### src/rtl/wbs_pkg.sv
package wbs_pkg;

  // Weight codes for one stream
  localparam int unsigned W_HALF        = 0;
  localparam int unsigned W_QUARTER     = 1;
  localparam int unsigned W_FIVE_EIGHTH = 2;
  localparam int unsigned W_THREE_QUART = 3;
  localparam int unsigned W_SEVEN_EIGHT = 4;
  localparam int unsigned W_FIFTEEN_16  = 5;

  localparam int unsigned CODE_W   = 3;
  localparam int unsigned MAX_TAPS = 4;

  // Number of automaton cells a gate network of the given code reads
  function automatic int unsigned taps_for(input int unsigned code);
    case (code)
      W_HALF:        taps_for = 1;
      W_QUARTER:     taps_for = 2;
      W_FIVE_EIGHTH: taps_for = 3;
      W_THREE_QUART: taps_for = 2;
      W_SEVEN_EIGHT: taps_for = 3;
      default:       taps_for = 4;
    endcase
  endfunction

  // Target probability of a 1, in sixteenths
  function automatic int unsigned ones_in_16(input int unsigned code);
    case (code)
      W_HALF:        ones_in_16 = 8;
      W_QUARTER:     ones_in_16 = 4;
      W_FIVE_EIGHTH: ones_in_16 = 10;
      W_THREE_QUART: ones_in_16 = 12;
      W_SEVEN_EIGHT: ones_in_16 = 14;
      default:       ones_in_16 = 15;
    endcase
  endfunction

endpackage

### src/rtl/wbs_ca_core.sv
module wbs_ca_core #(
  parameter int unsigned    CA_W       = 32,
  parameter logic [CA_W-1:0] RULE_MASK  = 32'h6B5E_C3A9,
  parameter logic [CA_W-1:0] RESET_SEED = 32'h1D2C_3B4A
) (
  input  logic            clk_i,
  input  logic            rst_ni,
  input  logic            en_i,
  input  logic            load_i,
  input  logic [CA_W-1:0] seed_i,
  output logic [CA_W-1:0] state_o
);

  localparam logic [CA_W-1:0] FILL = {{(CA_W-1){1'b0}}, 1'b1};

  logic [CA_W-1:0] state_q;
  logic [CA_W-1:0] step_val;
  logic [CA_W-1:0] state_d;
  logic            state_en;

  // Hybrid 90/150 step with null boundaries
  always_comb begin
    for (int i = 0; i < CA_W; i++) begin
      logic lft;
      logic rgt;
      lft = (i > 0)        ? state_q[(i > 0) ? i-1 : 0] : 1'b0;
      rgt = (i < CA_W - 1) ? state_q[(i < CA_W - 1) ? i+1 : i] : 1'b0;
      step_val[i] = lft ^ rgt ^ (RULE_MASK[i] & state_q[i]);
    end
  end

  // Next state: load wins over step, zero is never stored
  always_comb begin
    state_en = load_i | en_i;
    if (load_i) begin
      state_d = (seed_i == '0) ? FILL : seed_i;
    end else begin
      state_d = (step_val == '0) ? FILL : step_val;
    end
  end

  always_ff @(posedge clk_i or negedge rst_ni) begin
    if (!rst_ni) begin
      state_q <= RESET_SEED;
    end else if (state_en) begin
      state_q <= state_d;
    end
  end

  assign state_o = state_q;

endmodule

### src/rtl/wbs_weight_net.sv
module wbs_weight_net #(
  parameter int unsigned CODE = 0,
  localparam int unsigned NT  = wbs_pkg::taps_for(CODE)
) (
  input  logic [NT-1:0] taps_i,
  output logic          bit_o
);

  generate
    if (CODE == wbs_pkg::W_HALF) begin : g_half
      assign bit_o = taps_i[0];
    end else if (CODE == wbs_pkg::W_QUARTER) begin : g_quarter
      assign bit_o = &taps_i;
    end else if (CODE == wbs_pkg::W_FIVE_EIGHTH) begin : g_five8
      assign bit_o = taps_i[0] | (taps_i[1] & taps_i[NT-1]);
    end else begin : g_or
      assign bit_o = |taps_i;
    end
  endgenerate

endmodule

### src/rtl/wbs_gen.sv
module wbs_gen #(
  parameter int unsigned     CA_W         = 32,
  parameter int unsigned     N_STREAMS    = 6,
  parameter logic [CA_W-1:0] RULE_MASK    = 32'h6B5E_C3A9,
  parameter logic [CA_W-1:0] RESET_SEED   = 32'h1D2C_3B4A,
  parameter logic [N_STREAMS*wbs_pkg::CODE_W-1:0] WEIGHT_CODES =
    {3'd5, 3'd4, 3'd3, 3'd2, 3'd1, 3'd0}
) (
  input  logic                 clk_i,
  input  logic                 rst_ni,
  input  logic                 en_i,
  input  logic                 seed_load_i,
  input  logic [CA_W-1:0]      seed_i,
  output logic [N_STREAMS-1:0] stream_o
);

  localparam int unsigned CW = wbs_pkg::CODE_W;

  initial begin
    if (CA_W < wbs_pkg::MAX_TAPS * N_STREAMS) begin
      $error("CA_W too small for disjoint taps");
    end
  end

  logic [CA_W-1:0] ca_q;

  wbs_ca_core #(
    .CA_W      (CA_W),
    .RULE_MASK (RULE_MASK),
    .RESET_SEED(RESET_SEED)
  ) core_i (
    .clk_i  (clk_i),
    .rst_ni (rst_ni),
    .en_i   (en_i),
    .load_i (seed_load_i),
    .seed_i (seed_i),
    .state_o(ca_q)
  );

  for (genvar s = 0; s < N_STREAMS; s++) begin : g_stream
    localparam int unsigned CODE = int'(WEIGHT_CODES[CW*s +: CW]);
    localparam int unsigned NT   = wbs_pkg::taps_for(CODE);
    logic [NT-1:0] taps;
    for (genvar k = 0; k < NT; k++) begin : g_tap
      assign taps[k] = ca_q[s + N_STREAMS*k];
    end
    wbs_weight_net #(.CODE(CODE)) net_i (
      .taps_i(taps),
      .bit_o (stream_o[s])
    );
  end

endmodule

### config.mk
export PLATFORM = sky130hd
export DESIGN_NAME = wbs_gen
export DESIGN_NICKNAME = d
export VERILOG_FILES = /design/src/rtl/wbs_pkg.sv /design/src/rtl/wbs_ca_core.sv /design/src/rtl/wbs_weight_net.sv /design/src/rtl/wbs_gen.sv
export SDC_FILE = /design/constraint.sdc
export NUM_CORES = 1
export LEC_CHECK = 0
export ABC_AREA = 0
export BUFFER_PORTS_ARGS = -buffer_cell sky130_fd_sc_hd__buf_2
export CAP_MARGIN = 20
export CORE_UTILIZATION = 51
export CTS_CLUSTER_DIAMETER = 60
export DETAILED_ROUTE_END_ITERATION = 10
export PLACE_DENSITY = 0.76
export SLEW_MARGIN = 20
export SYNTH_ARGS = -nofsm -noshare
export SYNTH_HDL_FRONTEND = slang
export SYNTH_SLANG_ARGS = --single-unit
### constraint.sdc
create_clock -name clk_i -period 1.95 [get_ports clk_i]
set_input_delay 0.0975 -clock clk_i [delete_from_list [all_inputs] [get_ports clk_i]]
set_output_delay 0.0975 -clock clk_i [all_outputs]
set_load 0.02 [all_outputs]
==> results of run 1 <==
-- synth_stat cells, types with 3 or more instances --
| library cell | instances |
|---|---|
| and3_1 | 3 |
| buf_2 | 6 |
| buf_4 | 7 |
| clkbuf_1 | 21 |
| dfrtp_1 | 17 |
| dfstp_2 | 15 |
| nand2_1 | 58 |
| nand3_1 | 7 |
| nor2b_1 | 5 |
| nor3_1 | 4 |
| nor4_1 | 9 |
| o21ai_0 | 44 |
| or3_1 | 6 |
| xnor2_1 | 25 |
| xnor2_2 | 3 |
| xor2_1 | 34 |
-- critical path, cell delays in order (launching register included) --
cell     delay [ps]
dfstp_2         590
xnor2_2         130
xnor2_1         100
or4b_4          530
nor4_4          200
nand2_1         140
a31o_1          240
-- final cells by class --
cell class	count	area share (%)
Clock buffer	6	2.490
Clock inverter	2	1.202
Inverter	1	0.1288
Multi-Input combinational cell	223	49.94
Sequential cell	32	28.12
Tap cell	52	2.233
Timing Repair Buffer	75	15.89
-- metrics by stage --
step	hold slack, ps	util [%]	cell area, sq um	TNS (ps)	worst slack (ps)
floorplan	-198.1	-	2475	0	1.959
global placement	197.6	61.38	2746	-8.003	-4.741
detailed placement	206.2	61.38	2746	-116.7	-60.47
CTS	20.75	64.51	2887	-92.61	-50.95
global route	42.38	65.13	2914	-524.5	-178.5
finish	22.55	65.13	2914	-222.8	-78.99
-- kinds of logic after synthesis --
family | share of synthesized area, %
XOR/XNOR | 23.05
buffers and inverters | 8.261
flip-flops | 33.40
adder cells (fa/ha/maj) | 0.5099
AO/OA/AOI/OAI | 14.28
AND/OR/NAND/NOR | 20.50
-- worst min-delay path by stage --
stage,startpoint,to,slack [ps],cells past startpoint
finish,seed_i[25],core_i.state_o[25],20,3
global route,seed_i[20],core_i.state_o[20],40,3
CTS,seed_i[25],core_i.state_o[25],20,3
detailed placement,rst_ni,core_i.state_o[23],210,1
global placement,rst_ni,core_i.state_o[23],200,1
floorplan,rst_ni,core_i.state_o[0],-200,0
-- cells in the final DEF, fill, tap and decap left out, types with 5 or more instances in the layout --
master / netlist / routed
xnor2_1: 25 / 24
or3_1: 6 / 6
xor2_1: 34 / 33
dfstp_2: 15 / 15
nand2_1: 58 / 58
nand3_1: 7 / 7
nor4_1: 9 / 9
dfrtp_1: 17 / 17
buf_4: 7 / 33
o21ai_0: 44 / 44
clkbuf_8: 0 / 5
buf_2: 6 / 41
nor2b_1: 5 / 5
-- report_power, final --
| part | switching, mW | internal, mW |
|---|---|---|
| clock | 0.272 | 0.379 |
| combinational | 0.601 | 0.620 |
| sequential | 0.160 | 0.826 |
| total | 1.03 | 1.83 |
-- layer usage --
layer / routed length (microns) / vias up / global-route usage [%] / part of all wire, %
li1: - / 1063 / - / -
met5: 0 / - / 0 / 0
met3: 195 / 14 / 4.360 / 3.3
met2: 2700 / 43 / 40.95 / 46
met4: 131 / 0 / 9.778 / 2.2
met1: 2864 / 986 / 34.41 / 49
-- timing repair --
| item | in CTS | in global routing |
|---|---|---|
| setup buffers | 3 | 1 |
| endpoints found under the setup margin | 3 | 3 |
| endpoints found under the hold margin | 17 | 0 |
| gates resized for setup | 0 | 3 |
| pin swaps | 2 | 1 |
| hold buffers | 1 | 0 |
==> metrics.md, run 1 <==
| Metric | Value |
|---|---|
| Status | finished, violations left |
| Failing checks | DRC, setup timing |
| GRT Total Usage | 25.46% |
| Reg clk slew, reported paths | 70 ps |
| Synth top area share | 17.34% |
| Num CTS Buffers | 5 |
| GR Overflow Total | 0 |
| Max FFs per register | 32 |
| HPWL after DPL | 4.325 mm |
| Maximum vdd drop | 431.3 uV |
| Routability cong. | 0.8824 |
| Fin nets | 375 |
| Critical path endpoint category | flop |
| Synthesized flop and latch total | 32 |
| Fill count | 381 |
| Setup Skew | 2.615 ps |
| Placed Cells | 378 |
| CP Data Arrival Time | 2220 ps |
| Drt pass-1 iters | 7 |
| Largest net degree at the start of global routing | 38 |
| Antenna viol nets, final | 0 |
| Core area | 0.004474 sq mm |
| Reg-to-reg endpoint | core_i.state_o[31] |
| ANT cells | 0 |
| Syn Nets | 330 |
| H-tree Lvls | 2 |
| Rows | 24 |
| Startpoint types | flop |
| Origin of the worst setup path | core_i.state_o[9] |
| Die area | 0.005092 sq mm |
| Area Growth Syn to Fin | 18.77% |
| Final Hold Viols | 0 |
| Multi-input gate area | 0.001455 sq mm |
| Ys Warns | 0 |
| Post-Syn Instances | 293 |
| Number of flops mapped to enable cells by yosys | 0 |
| Final WL | 5.891 mm |
| I/O pins | 42 |
| Asr flop ratio synth | 100.0% |
| WS Path Type | reg2reg |
| Initial antenna violation count | 0 |
| FF-to-FF setup slack | -80 ps |
| HP Class | in2reg |
| Worst Tran Pin Value | 755.4 ps |
| Vias | 2106 |
| Slew margin rel. | 49.64% |
| Post-synth cell types | 40 |
| Max Cap Violations | 0 |
| Leading register cell type out of synthesis | dfrtp_1 |
| Worst r2r path cells | 6 |
| Clock Sinks | 32 |
| Share of cells above drive strength 1 | 31.86% |
| DR WL/cell | 15.07 microns |
| Total area of sequential cells | 819.5 sq um |
| CP Data Required Time | 2140 ps |
| Pwr per Cell Area | 980.8 mW/mm^2 |
| Post-route insts no fill | 391 |
| Initial Utilization | 54.84% |
| Die Width | 71.36 microns |
| Register area share after synthesis | 33.40% |
| 1st-iter DRT viols | 117 |
| Vias in the first global route | 2090 |
| Clock Root Buffer | clkbuf_8 |
| Skew-Pair Late Insertion Delay | 290 ps |
| Crit share post-route | 104.1% |
| CTS max path bufs | 2 |
| Critical Path End | core_i.state_o[31] |
| Yosys top cell by area | dfrtp_1 |
| Routed vias/inst | 5.386 |
| First-pass GRT wire length | 9.949 mm |
| CP max FO | 5 |
| Synth Cell Area | 0.002454 sq mm |
| Reg2reg start | core_i.state_o[9] |
| Port Buf Inserts | 41 |
| Final Setup Violations | 3 |
| Die height | 71.36 microns |
| Mean Syn Cell Area | 8.374 sq um |
| Leakage | 1.278 nW |
| Unrepaired setup endpoints after global routing | yes |
| Post-route DRC | 4 |
| Top cells by area, synth | dfrtp_1 17%, dfstp_2 16%, xor2_1 12% |
| Final WS setup | -78.99 ps |
| CTS tree | yes |
| Slew Limit Fails | 0 |
| Maximum clock rate | 0.4929 GHz |
| Total Power | 2.858 mW |
| Minimum clock period after layout | 2029 ps |
Note: power is estimated with default switching activity, not from simulation.
==> run 2, diff against run 1 <==
--- a/config.mk
+++ b/config.mk
@@ -8,10 +8,10 @@
 export ABC_AREA = 0
 export BUFFER_PORTS_ARGS = -buffer_cell sky130_fd_sc_hd__buf_2
 export CAP_MARGIN = 20
-export CORE_UTILIZATION = 51
+export CORE_UTILIZATION = 55
 export CTS_CLUSTER_DIAMETER = 60
 export DETAILED_ROUTE_END_ITERATION = 10
-export PLACE_DENSITY = 0.76
+export PLACE_DENSITY = 0.78
 export SLEW_MARGIN = 20
 export SYNTH_ARGS = -nofsm -noshare
 export SYNTH_HDL_FRONTEND = slang
==> constraint.sdc (replaced) <==
create_clock -name clk_i -period 2.05 [get_ports clk_i]
set_input_delay 0.1025 -clock clk_i [delete_from_list [all_inputs] [get_ports clk_i]]
set_output_delay 0.1025 -clock clk_i [all_outputs]
set_load 0.02 [all_outputs]
==> run 2 against run 1 <==
Compared with the run above:
- the run now ends clean
- largest cell class unchanged
- design area is 3.3% lower
- largest power group unchanged
- fmax grew 0.17%
- combinational power shrank 9.8%
- highest routed layer unchanged
- register-to-register slack better by 100 ps
==> metrics.md, run 2 (same netlist as run 1, synthesis figures left out) <==
| Metric | Value |
|---|---|
| Unrepaired setup endpoints after global routing | yes (unchanged) |
| WS Path Type | reg2reg (unchanged) |
| First-pass GRT wire length | 9.315 mm (was 9.949 mm) |
| Leakage | 1.219 nW (was 1.278 nW) |
| Cell count of the worst hold path | 3 (unchanged) |
| CTS max path bufs | 2 (unchanged) |
| Slew margin rel. | 50.90% (was 49.64%) |
| Multi-input gate area | 0.001450 sq mm (was 0.001455 sq mm) |
| Final Hold Viols | 0 (unchanged) |
| Maximum vdd drop | 458.1 uV (was 431.3 uV) |
| Share of cells above drive strength 1 | 29.79% (was 31.86%) |
| HP Start | seed_i[12] (was seed_i[25]) |
| CP Data Arrival Time | 2200 ps (was 2220 ps) |
| Final WS setup | 24.48 ps (was -78.99 ps) |
| GR Overflow Total | 0 (unchanged) |
| Critical path endpoint category | flop (unchanged) |
| Startpoint types | flop (unchanged) |
| HPWL after DPL | 4.207 mm (was 4.325 mm) |
| Clock Sinks | 32 (unchanged) |
| Slew Limit Fails | 0 (unchanged) |
| Vias | 2091 (was 2106) |
| Antenna viol nets, final | 0 (unchanged) |
| Placed Cells | 366 (was 378) |
| Status | complete, no violations (was finished, violations left) |
| Reg-to-reg endpoint | core_i.state_o[31] (unchanged) |
| Fill count | 345 (was 381) |
| Port Buf Inserts | 41 (unchanged) |
| Die area | 0.004732 sq mm (was 0.005092 sq mm) |
| Most frequent cells in the layout | 58 x nand2_1, 44 x o21ai_0, 41 x buf_2 (unchanged) |
| Drt pass-1 iters | 4 (was 7) |
| CP max FO | 4 (was 5) |
| Post-route insts no fill | 379 (was 391) |
| Clock Root Buffer | clkbuf_8 (unchanged) |
| Final Setup Violations | 0 (was 3) |
| Commonest non-fill, non-tap cell in the layout | nand2_1 (unchanged) |
| Max Cap Violations | 0 (unchanged) |
| Die Width | 68.79 microns (was 71.36 microns) |
| Vias in the first global route | 2022 (was 2090) |
| Maximum clock rate | 0.4937 GHz (was 0.4929 GHz) |
| Final WL | 5.729 mm (was 5.891 mm) |
| Dpl ws | 7.189 ps (was -60.47 ps) |
| Core area | 0.004144 sq mm (was 0.004474 sq mm) |
| H-tree Lvls | 2 (unchanged) |
| Die height | 68.79 microns (was 71.36 microns) |
| ANT cells | 0 (unchanged) |
| Routed vias/inst | 5.517 (was 5.386) |
| Reg2reg start | core_i.state_o[10] (was core_i.state_o[9]) |
| I/O pins | 42 (unchanged) |
| 1st-iter DRT viols | 126 (was 117) |
| Worst Tran Pin Value | 736.5 ps (was 755.4 ps) |
| Num CTS Buffers | 5 (unchanged) |
| Minimum clock period after layout | 2026 ps (was 2029 ps) |
| GRT Total Usage | 27.56% (was 25.46%) |
| Hold Path End | core_i.state_o[12] (was core_i.state_o[25]) |
| Crit share post-route | 98.81% (was 104.1%) |
| Total area of sequential cells | 822.0 sq um (was 819.5 sq um) |
| Pwr per Cell Area | 912.1 mW/mm^2 (was 980.8 mW/mm^2) |
| DR WL/cell | 15.12 microns (was 15.07 microns) |
| Worst r2r path cells | 7 (was 6) |
| Setup Skew | 10.38 ps (was 2.615 ps) |
| Initial Utilization | 59.21% (was 54.84%) |
| FF-to-FF setup slack | 20 ps (was -80 ps) |
| Reg clk slew, reported paths | 70 ps (about the same) |
| Fin nets | 365 (was 375) |
| CTS tree | yes (unchanged) |
| Skew-Pair Late Insertion Delay | 290 ps (about the same) |
| Area Growth Syn to Fin | 14.79% (was 18.77%) |
| Rows | 23 (was 24) |
| CP Data Required Time | 2220 ps (was 2140 ps) |
| Routability cong. | 0.8830 (was 0.8824) |
| Initial antenna violation count | 0 (unchanged) |
| HP Class | in2reg (unchanged) |
| Largest net degree at the start of global routing | 38 (unchanged) |
| Post-route DRC | 0 (was 4) |
| Max FFs per register | 32 (unchanged) |
-- run 2: stage by stage --
stage / cell area [sq um] / hold slack [ps] / setup TNS [ps] / util [%] / power, mW
after global routing: 2816 / 45.90 / -233.6 / 67.97 / 2.735
after CTS: 2799 / 27.65 / 0 / 67.54 / 2.550
final: 2816 / 25.03 / 0 / 67.97 / 2.569
after floorplan: 2454 / -193.1 / 0 / - / 1.748
after detailed placement: 2665 / 205.6 / 0 / 64.31 / 1.991
after global placement: 2665 / 205.3 / 0 / 64.31 / 1.958
-- run 2: where the power goes --
group	total (mW)	switching [mW]	internal, mW	leakage (nW)
Combinational	1.10	0.547	0.550	0.814
Sequential	0.955	0.168	0.788	0.359
Clock	0.516	0.242	0.274	0.0455
-- run 2: cell type report --
cell class / count / share of cell area [%]
clock buffers: 8 / 3.199
well taps: 50 / 2.221
inverters: 1 / 0.1333
repair buffers: 65 / 13.77
multi-input cells: 223 / 51.49
flip-flops and latches: 32 / 29.19
-- run 2: worst max path at each step --
stage,from,end,slack (ps),depth (start not counted)
2_1_floorplan,core_i.state_o[13],core_i.state_o[30],10,7
3_3_place_gp,core_i.state_o[28],core_i.state_o[30],60,6
3_5_place_dp,core_i.state_o[8],core_i.state_o[31],7,6
4_1_cts,core_i.state_o[15],core_i.state_o[31],7,6
5_1_grt,core_i.state_o[9],core_i.state_o[31],-90,6
6_report,core_i.state_o[10],core_i.state_o[31],20,7
-- run 2: repair_timing --
action | 4_1_cts | 5_1_grt
gates resized for setup | 2 | 3
hold buffers | 1 | 0
setup buffers | 3 | 1
endpoints found under the setup margin | 3 | 3
pin swaps | 0 | 2
hold endpoints to repair | 17 | 0
-- run 2: critical path: stages, from the launching register on --
cell	delay, ps
dfrtp_1	410
buf_4	160
xnor2_2	140
xnor2_1	140
or4b_4	500
nor4_4	200
nand2_1	120
a31o_1	230
-- run 2: per-layer routing --
layer | share of wire [%] | up-vias | global-route usage [%]
li1 | - | 1041 | -
met1 | 45 | 972 | 34.80
met4 | 2.6 | 0 | 11.99
met5 | 0 | - | 0
met2 | 47 | 61 | 44.98
met3 | 5.7 | 17 | 6.250
